$ cat src/rtl/mc_audio_tx_pkg.sv
// Package: shared helpers for the multi-channel serial audio transmitter.
// Assumes: channel-count code is two bits wide.
package mc_audio_tx_pkg;

    // Channel-count code to data words carried by one system word.
    function automatic logic [2:0] words_per_sys(input logic [1:0] chan);
        return {1'b0, chan} + 3'd1;
    endfunction

endpackage

$ cat src/rtl/mc_tx_word_buf.sv
// Module: one-word holding stage between the ready/valid input and the
// serializer. Assumes the consumer only pulls when the stage is full.
module mc_tx_word_buf #(
    parameter int DATA_W = 16
) (
    input  logic              clk,
    input  logic              rst_n,
    input  logic              in_valid,
    output logic              in_ready,
    input  logic [DATA_W-1:0] in_data,
    input  logic              take,
    output logic              full,
    output logic [DATA_W-1:0] word
);

    assign in_ready = ~full;

    // Capture a word on handshake, release it when the serializer takes it.
    always_ff @(posedge clk) begin
        if (!rst_n) begin
            full <= 1'b0;
            word <= '0;
        end else begin
            if (take) begin
                full <= 1'b0;
            end
            if (in_valid && in_ready) begin
                full <= 1'b1;
                word <= in_data;
            end
        end
    end

endmodule

$ cat src/rtl/mc_tx_slot_seq.sv
// Module: bit-position sequencer. It tracks the position in the system word
// and the half of the frame. It classifies the next bit as padding or data,
// flags the start of each data slot and drives word select one bit ahead.
// Assumes: configuration is static while running and cfg_sys_len >= packed data.
module mc_tx_slot_seq
    import mc_audio_tx_pkg::*;
#(
    parameter int DATA_W = 16,
    parameter int LEN_W  = 8
) (
    input  logic             clk,
    input  logic             rst_n,
    input  logic             step,
    input  logic [1:0]       cfg_chan,
    input  logic [LEN_W-1:0] cfg_sys_len,
    input  logic             cfg_pad_first,
    output logic             nxt_data,
    output logic             nxt_start,
    output logic             ws_q,
    output logic             pad_q,
    output logic [LEN_W-1:0] pos_q
);

    localparam int WB_W = (DATA_W > 1) ? $clog2(DATA_W) : 1;
    localparam logic [WB_W-1:0] LAST_BIT = WB_W'(DATA_W - 1);

    logic             half_q;
    logic [WB_W-1:0]  bit_q;
    logic             wrap;
    logic [LEN_W-1:0] nxt_pos;
    logic             nxt_half;
    logic [LEN_W-1:0] last_pos;
    logic [LEN_W-1:0] data_len;
    logic [LEN_W-1:0] data_lo;

    assign last_pos = cfg_sys_len - LEN_W'(1);

    // Next position in the system word and the next frame half.
    always_comb begin
        wrap     = (pos_q >= last_pos);
        nxt_pos  = wrap ? '0 : pos_q + LEN_W'(1);
        nxt_half = wrap ? ~half_q : half_q;
    end

    // Decode the data window and slot starts for the next bit.
    always_comb begin
        data_len  = LEN_W'(DATA_W) * LEN_W'(words_per_sys(cfg_chan));
        data_lo   = cfg_pad_first ? (cfg_sys_len - data_len) : '0;
        nxt_data  = (nxt_pos >= data_lo) && (nxt_pos < data_lo + data_len);
        nxt_start = nxt_data && ((nxt_pos == data_lo) || (bit_q == LAST_BIT));
    end

    // Advance the position and word select on each bit-clock fall.
    always_ff @(posedge clk) begin
        if (!rst_n) begin
            pos_q  <= last_pos;
            half_q <= 1'b1;
            ws_q   <= 1'b0;
            pad_q  <= 1'b0;
            bit_q  <= '0;
        end else if (step) begin
            pos_q  <= nxt_pos;
            half_q <= nxt_half;
            ws_q   <= (nxt_pos >= last_pos) ? ~nxt_half : nxt_half;
            pad_q  <= ~nxt_data;
            if (nxt_start) begin
                bit_q <= '0;
            end else if (nxt_data) begin
                bit_q <= bit_q + WB_W'(1);
            end
        end
    end

endmodule

$ cat src/rtl/mc_tx_shifter.sv
// Module: output shifter. It loads a word at each slot start, shifts it out
// MSB first, drives padding bits and records underflow.
// Assumes: step occurs at most once every two system clock cycles.
module mc_tx_shifter #(
    parameter int DATA_W = 16
) (
    input  logic              clk,
    input  logic              rst_n,
    input  logic              step,
    input  logic              is_data,
    input  logic              is_start,
    input  logic              pad_val,
    input  logic              word_ok,
    input  logic [DATA_W-1:0] word,
    output logic              take,
    output logic              sd_q,
    output logic              underflow_q
);

    logic [DATA_W-1:0] sh_q;
    logic [DATA_W-1:0] load;

    assign take = step && is_data && is_start && word_ok;
    assign load = word_ok ? word : '0;

    // Drive one serial bit per bit-clock fall.
    always_ff @(posedge clk) begin
        if (!rst_n) begin
            sd_q        <= 1'b0;
            sh_q        <= '0;
            underflow_q <= 1'b0;
        end else if (step) begin
            if (!is_data) begin
                sd_q <= pad_val;
            end else if (is_start) begin
                sd_q <= load[DATA_W-1];
                sh_q <= load << 1;
                if (!word_ok) begin
                    underflow_q <= 1'b1;
                end
            end else begin
                sd_q <= sh_q[DATA_W-1];
                sh_q <= sh_q << 1;
            end
        end
    end

endmodule

$ cat src/rtl/mc_audio_tx.sv
// Module: top of the multi-channel serial audio transmitter. It detects
// falling bit-clock edges and connects the holding stage, sequencer and shifter.
// Assumes: bclk is synchronous to clk and at most half its rate.
module mc_audio_tx
    import mc_audio_tx_pkg::*;
#(
    parameter int DATA_W = 16,
    parameter int LEN_W  = 8
) (
    input  logic              clk,
    input  logic              rst_n,
    input  logic              bclk,
    input  logic [1:0]        cfg_chan,
    input  logic [LEN_W-1:0]  cfg_sys_len,
    input  logic              cfg_pad_first,
    input  logic              cfg_pad_val,
    input  logic              in_valid,
    output logic              in_ready,
    input  logic [DATA_W-1:0] in_data,
    output logic              ws,
    output logic              sd,
    output logic              underflow
);

    logic              bclk_q;
    logic              step;
    logic              take;
    logic              full;
    logic [DATA_W-1:0] word;
    logic              nxt_data;
    logic              nxt_start;
    logic              pad_q;
    logic [LEN_W-1:0]  pos_q;

    // Remember the previous bit-clock level for edge detection.
    always_ff @(posedge clk) begin
        if (!rst_n) begin
            bclk_q <= 1'b1;
        end else begin
            bclk_q <= bclk;
        end
    end

    assign step = rst_n && bclk_q && !bclk;

    mc_tx_word_buf #(.DATA_W(DATA_W)) u_buf (
        .clk      (clk),
        .rst_n    (rst_n),
        .in_valid (in_valid),
        .in_ready (in_ready),
        .in_data  (in_data),
        .take     (take),
        .full     (full),
        .word     (word)
    );

    mc_tx_slot_seq #(.DATA_W(DATA_W), .LEN_W(LEN_W)) u_seq (
        .clk           (clk),
        .rst_n         (rst_n),
        .step          (step),
        .cfg_chan      (cfg_chan),
        .cfg_sys_len   (cfg_sys_len),
        .cfg_pad_first (cfg_pad_first),
        .nxt_data      (nxt_data),
        .nxt_start     (nxt_start),
        .ws_q          (ws),
        .pad_q         (pad_q),
        .pos_q         (pos_q)
    );

    mc_tx_shifter #(.DATA_W(DATA_W)) u_shift (
        .clk         (clk),
        .rst_n       (rst_n),
        .step        (step),
        .is_data     (nxt_data),
        .is_start    (nxt_start),
        .pad_val     (cfg_pad_val),
        .word_ok     (full),
        .word        (word),
        .take        (take),
        .sd_q        (sd),
        .underflow_q (underflow)
    );

endmodule

$ cat config.mk
export PLATFORM = sky130hd
export DESIGN_NAME = mc_audio_tx
export DESIGN_NICKNAME = d
export VERILOG_FILES = /design/src/rtl/mc_audio_tx_pkg.sv /design/src/rtl/mc_tx_word_buf.sv /design/src/rtl/mc_tx_slot_seq.sv /design/src/rtl/mc_tx_shifter.sv /design/src/rtl/mc_audio_tx.sv
export SDC_FILE = /design/constraint.sdc
export NUM_CORES = 1
export LEC_CHECK = 0
export BUFFER_PORTS_ARGS = -buffer_cell sky130_fd_sc_hd__buf_2
export CAP_MARGIN = 20
export CORE_MARGIN = 1
export CORE_UTILIZATION = 40
export CTS_CLUSTER_DIAMETER = 40
export CTS_CLUSTER_SIZE = 24
export DETAILED_ROUTE_END_ITERATION = 8
export HOLD_SLACK_MARGIN = 0.02
export PLACE_DENSITY = 0.7
export RECOVER_POWER = 25
export SYNTH_ARGS = -nofsm -noshare
export SYNTH_HDL_FRONTEND = slang
export SYNTH_SLANG_ARGS = --single-unit
export TNS_END_PERCENT = 100
$ cat constraint.sdc
create_clock -name clk -period 4.65 [get_ports clk]
set_clock_uncertainty 0.1 [all_clocks]
set_input_delay 0.6975 -clock clk [delete_from_list [all_inputs] [get_ports clk]]
set_output_delay 0.6975 -clock clk [all_outputs]
set_load 0.03 [all_outputs]
==> flow_metrics.tcl <==
set metrics [dict create \
    place_ws_ps -76.16 \
    core_sq_um 7848 \
    syn_area_sq_um 3307 \
    synth_seq_cells 49 \
    port_buffers 35 \
    r2r_cells 16 \
    multi_input_area_sq_um 2073 \
    drtAntennaViolNets 0 \
    drive_above_1_share 0.1648 \
    route.final.wire_length_mm 6.948 \
    ctsLongestPathBuffers 2 \
    cts_tree "done" \
    dieArea_sq_um 8635 \
    cts_hold_buffers 0 \
    avgSynthCellArea_sq_um 8.165 \
    drv_cap 0 \
    die_h_microns 92.93 \
    nFillCells 789 \
    post-route-period-util 0.9388 \
    cellLeakagePower_uw 0.001600 \
    area_delta_synth_final_pct 14.68 \
    ys_types 52 \
    worst_r2r_endpoint "u_shift.sh_q[1]" \
    cp_data_arrival_time_ps 4510 \
    synth_flop_cell "dfxtp_1" \
    fmax_mhz 229.1 \
    dp_hpwl_mm 5.369 \
    fin_area_sq_um 3792 \
    final_common_cell "nand2_1" \
    hold_viol 0 \
    num-nets-final 515 \
    grt_max_degree 57 \
    dieWidth_microns 92.93 \
    gp_routability_congestion 0.8304 \
    critPathCaptureType "register" \
    synthArstFlopShare 0 \
    power.density_nw_per_um2 296.0 \
    antenna_cells 0 \
    fin_crit_ps 4366 \
    track_usage 0.1719 \
    slew_violations 0 \
    synth_edf_count 8 \
    final_cell_mix "nand2_1 (68), dfxtp_1 (41), ha_1 (33), buf_2 (32), nor2_1 (27)" \
    syn_nets 472 \
    dr.pass1.iters 4 \
    ff2ff_setup_slack_ps 560 \
    dpl_cell_area_sq_um 3690 \
    numCtsBuffers 5 \
    fin_tns_setup_ps 0 \
    rsz0062_at_grt "no" \
    vias_per_cell 5.145 \
    crit_type "in2reg" \
    antenna_found_initial 0 \
    setup_violations 0 \
    crit_fanout 15 \
    cts_root_buf "clkbuf_8" \
    outcome "complete, no violations" \
    seq_area_sq_um 1061 \
    yosys_warnings 0 \
    hold_path_class "reg2reg" \
    grt_overflow 0 \
    start_util 0.4214 \
    finalPower_uw 1122 \
    grt_pass1_vias 2646 \
    clock_latency_ps 320 \
    peakVddDrop_mv 0.1621 \
    grt_pass1_wl_mm 11.88 \
    clk_pin_slew_ps 90 \
    route.detailed.drc 0 \
    cts_sinks 49 \
    htreeDepth 2 \
    setup_slack_ps 284.4 \
    worst_slew_pin_slew_ps 971.5 \
    critPathCapture "u_shift.sh_q[1]" \
    ios 36 \
    synthCells 405 \
    relSlewSlack 0.3510 \
    whs_ps 362.7 \
    cp-startpoint "cfg_sys_len[0]" \
    vias 2835 \
    worst_ep_required_time_ps 4790 \
    ys_seq_area_frac 0.3208 \
    core.rowCount 32 \
    wire_per_inst_microns 12.61 \
    drtIter0Drc 115 \
    start_kind "primary input" \
    worstReg2RegStart "u_seq.pos_q[0]" \
]
[per-layer routing]
layer  share of wire  wire length [microns]  GRT usage  vias up
met2            0.48                   3306     0.2935       43
met5               0                      0          0        -
met3           0.024                    164    0.02545        7
met1            0.49                   3398     0.2222     1292
met4           0.011                     78    0.05256        0
li1                -                      -          -     1493
[power breakdown]
group	switching, uW	internal [uW]	leakage, uW
Clock	161	110	0.0000466
Combinational	205	168	0.00114
Sequential	22.0	456	0.000415
Total	388	735	0.00160
[through the flow]
stage	std cells	util
2_1_floorplan	405	-
3_5_place_dp	543	0.4702
3_3_place_gp	543	0.4702
4_1_cts	551	0.4821
5_1_grt	551	0.4833
6_report	551	0.4833
[timing repair]
item                                    CTS  global route
endpoints found under the hold margin     0             0
endpoints found under the setup margin    0             4
setup buffers                             0             0
gates resized for setup                   0             3
[how the worst min path moves through the flow]
stage                startpoint          endpoint  cells past startpoint
5_1_grt         u_shift.sh_q[4]   u_shift.sh_q[4]                      2
2_1_floorplan   u_shift.sh_q[1]   u_shift.sh_q[1]                      2
3_5_place_dp   u_shift.sh_q[10]  u_shift.sh_q[10]                      2
3_3_place_gp    u_shift.sh_q[1]   u_shift.sh_q[1]                      2
4_1_cts        u_shift.sh_q[10]  u_shift.sh_q[10]                      2
6_report       u_shift.sh_q[10]  u_shift.sh_q[10]                      2
[kinds of logic after synthesis]
| kind of cell | share of synthesized area |
|---|---|
| DFF | 0.3208 |
| xor gates and xnor gates | 0.05032 |
| buffers and inverters | 0.05600 |
| muxes | 0.01513 |
| AOI/OAI and AO/OA | 0.1911 |
| adders and majority gates | 0.1404 |
| and+or+nand+nor | 0.2263 |
[cells in the mapped netlist (2+ instances only)]
| library cell | instances | area [sq um] |
|---|---|---|
| a31oi_1 | 2 | 12.51 |
| a21o_1 | 10 | 75.07 |
| buf_2 | 4 | 20.02 |
| mux2i_1 | 5 | 50.05 |
| buf_6 | 3 | 33.78 |
| fa_1 | 2 | 40.04 |
| and2_1 | 3 | 18.77 |
| nor2_1 | 28 | 105.1 |
| a21oi_1 | 26 | 130.1 |
| nand4_1 | 2 | 12.51 |
| xnor2_1 | 13 | 113.9 |
| a31o_2 | 2 | 17.52 |
| nand3_1 | 23 | 115.1 |
| a21boi_0 | 16 | 120.1 |
| edfxtp_1 | 8 | 240.2 |
| ha_1 | 33 | 412.9 |
| xor2_1 | 6 | 52.55 |
| or2_1 | 2 | 12.51 |
| a21boi_1 | 3 | 22.52 |
| and3_1 | 5 | 31.28 |
| nor3_1 | 6 | 30.03 |
| o21ai_0 | 10 | 50.05 |
| or3_1 | 5 | 31.28 |
| clkbuf_1 | 13 | 48.80 |
| nor2b_1 | 2 | 12.51 |
| o211ai_1 | 2 | 15.01 |
| nand2_1 | 68 | 255.2 |
| dfxtp_1 | 41 | 820.8 |
| inv_1 | 22 | 82.58 |
| nand2b_1 | 5 | 31.28 |
| o21ai_1 | 14 | 70.07 |
[worst max-delay path: stages]
cell and delay [ps]:
buf_2 90, inv_1 50, ha_1 310, ha_1 200, or3b_2 440, o211ai_1 100
a21oi_1 90, o221a_1 320, or3_1 410, inv_1 130, ha_1 250, nor2b_1 130
o21ai_0 300, and3_1 220, o211ai_2 100, buf_12 160, or3_1 360, a21boi_1 140
[layout make-up]
class                           count  area share
Clock inverter                      3    0.006598
Tap cell                          102     0.03365
Inverter                           22     0.02177
Multi-Input combinational cell    314      0.5467
Timing Repair Buffer               56     0.09337
Sequential cell                    49      0.2798
Clock buffer                        5     0.01815
[sequential cells by signal, indices dropped and copies added, names as in the netlist]
signal / count
bclk_q: 1
u_buf.full: 1
u_buf.word: 16
u_seq.bit_q: 4
u_seq.half_q: 1
u_seq.pos_q: 8
u_seq.ws_q: 1
u_shift.sd_q: 1
u_shift.sh_q: 15
u_shift.underflow_q: 1
No activity file was read; power rests on OpenSTA's default activity.
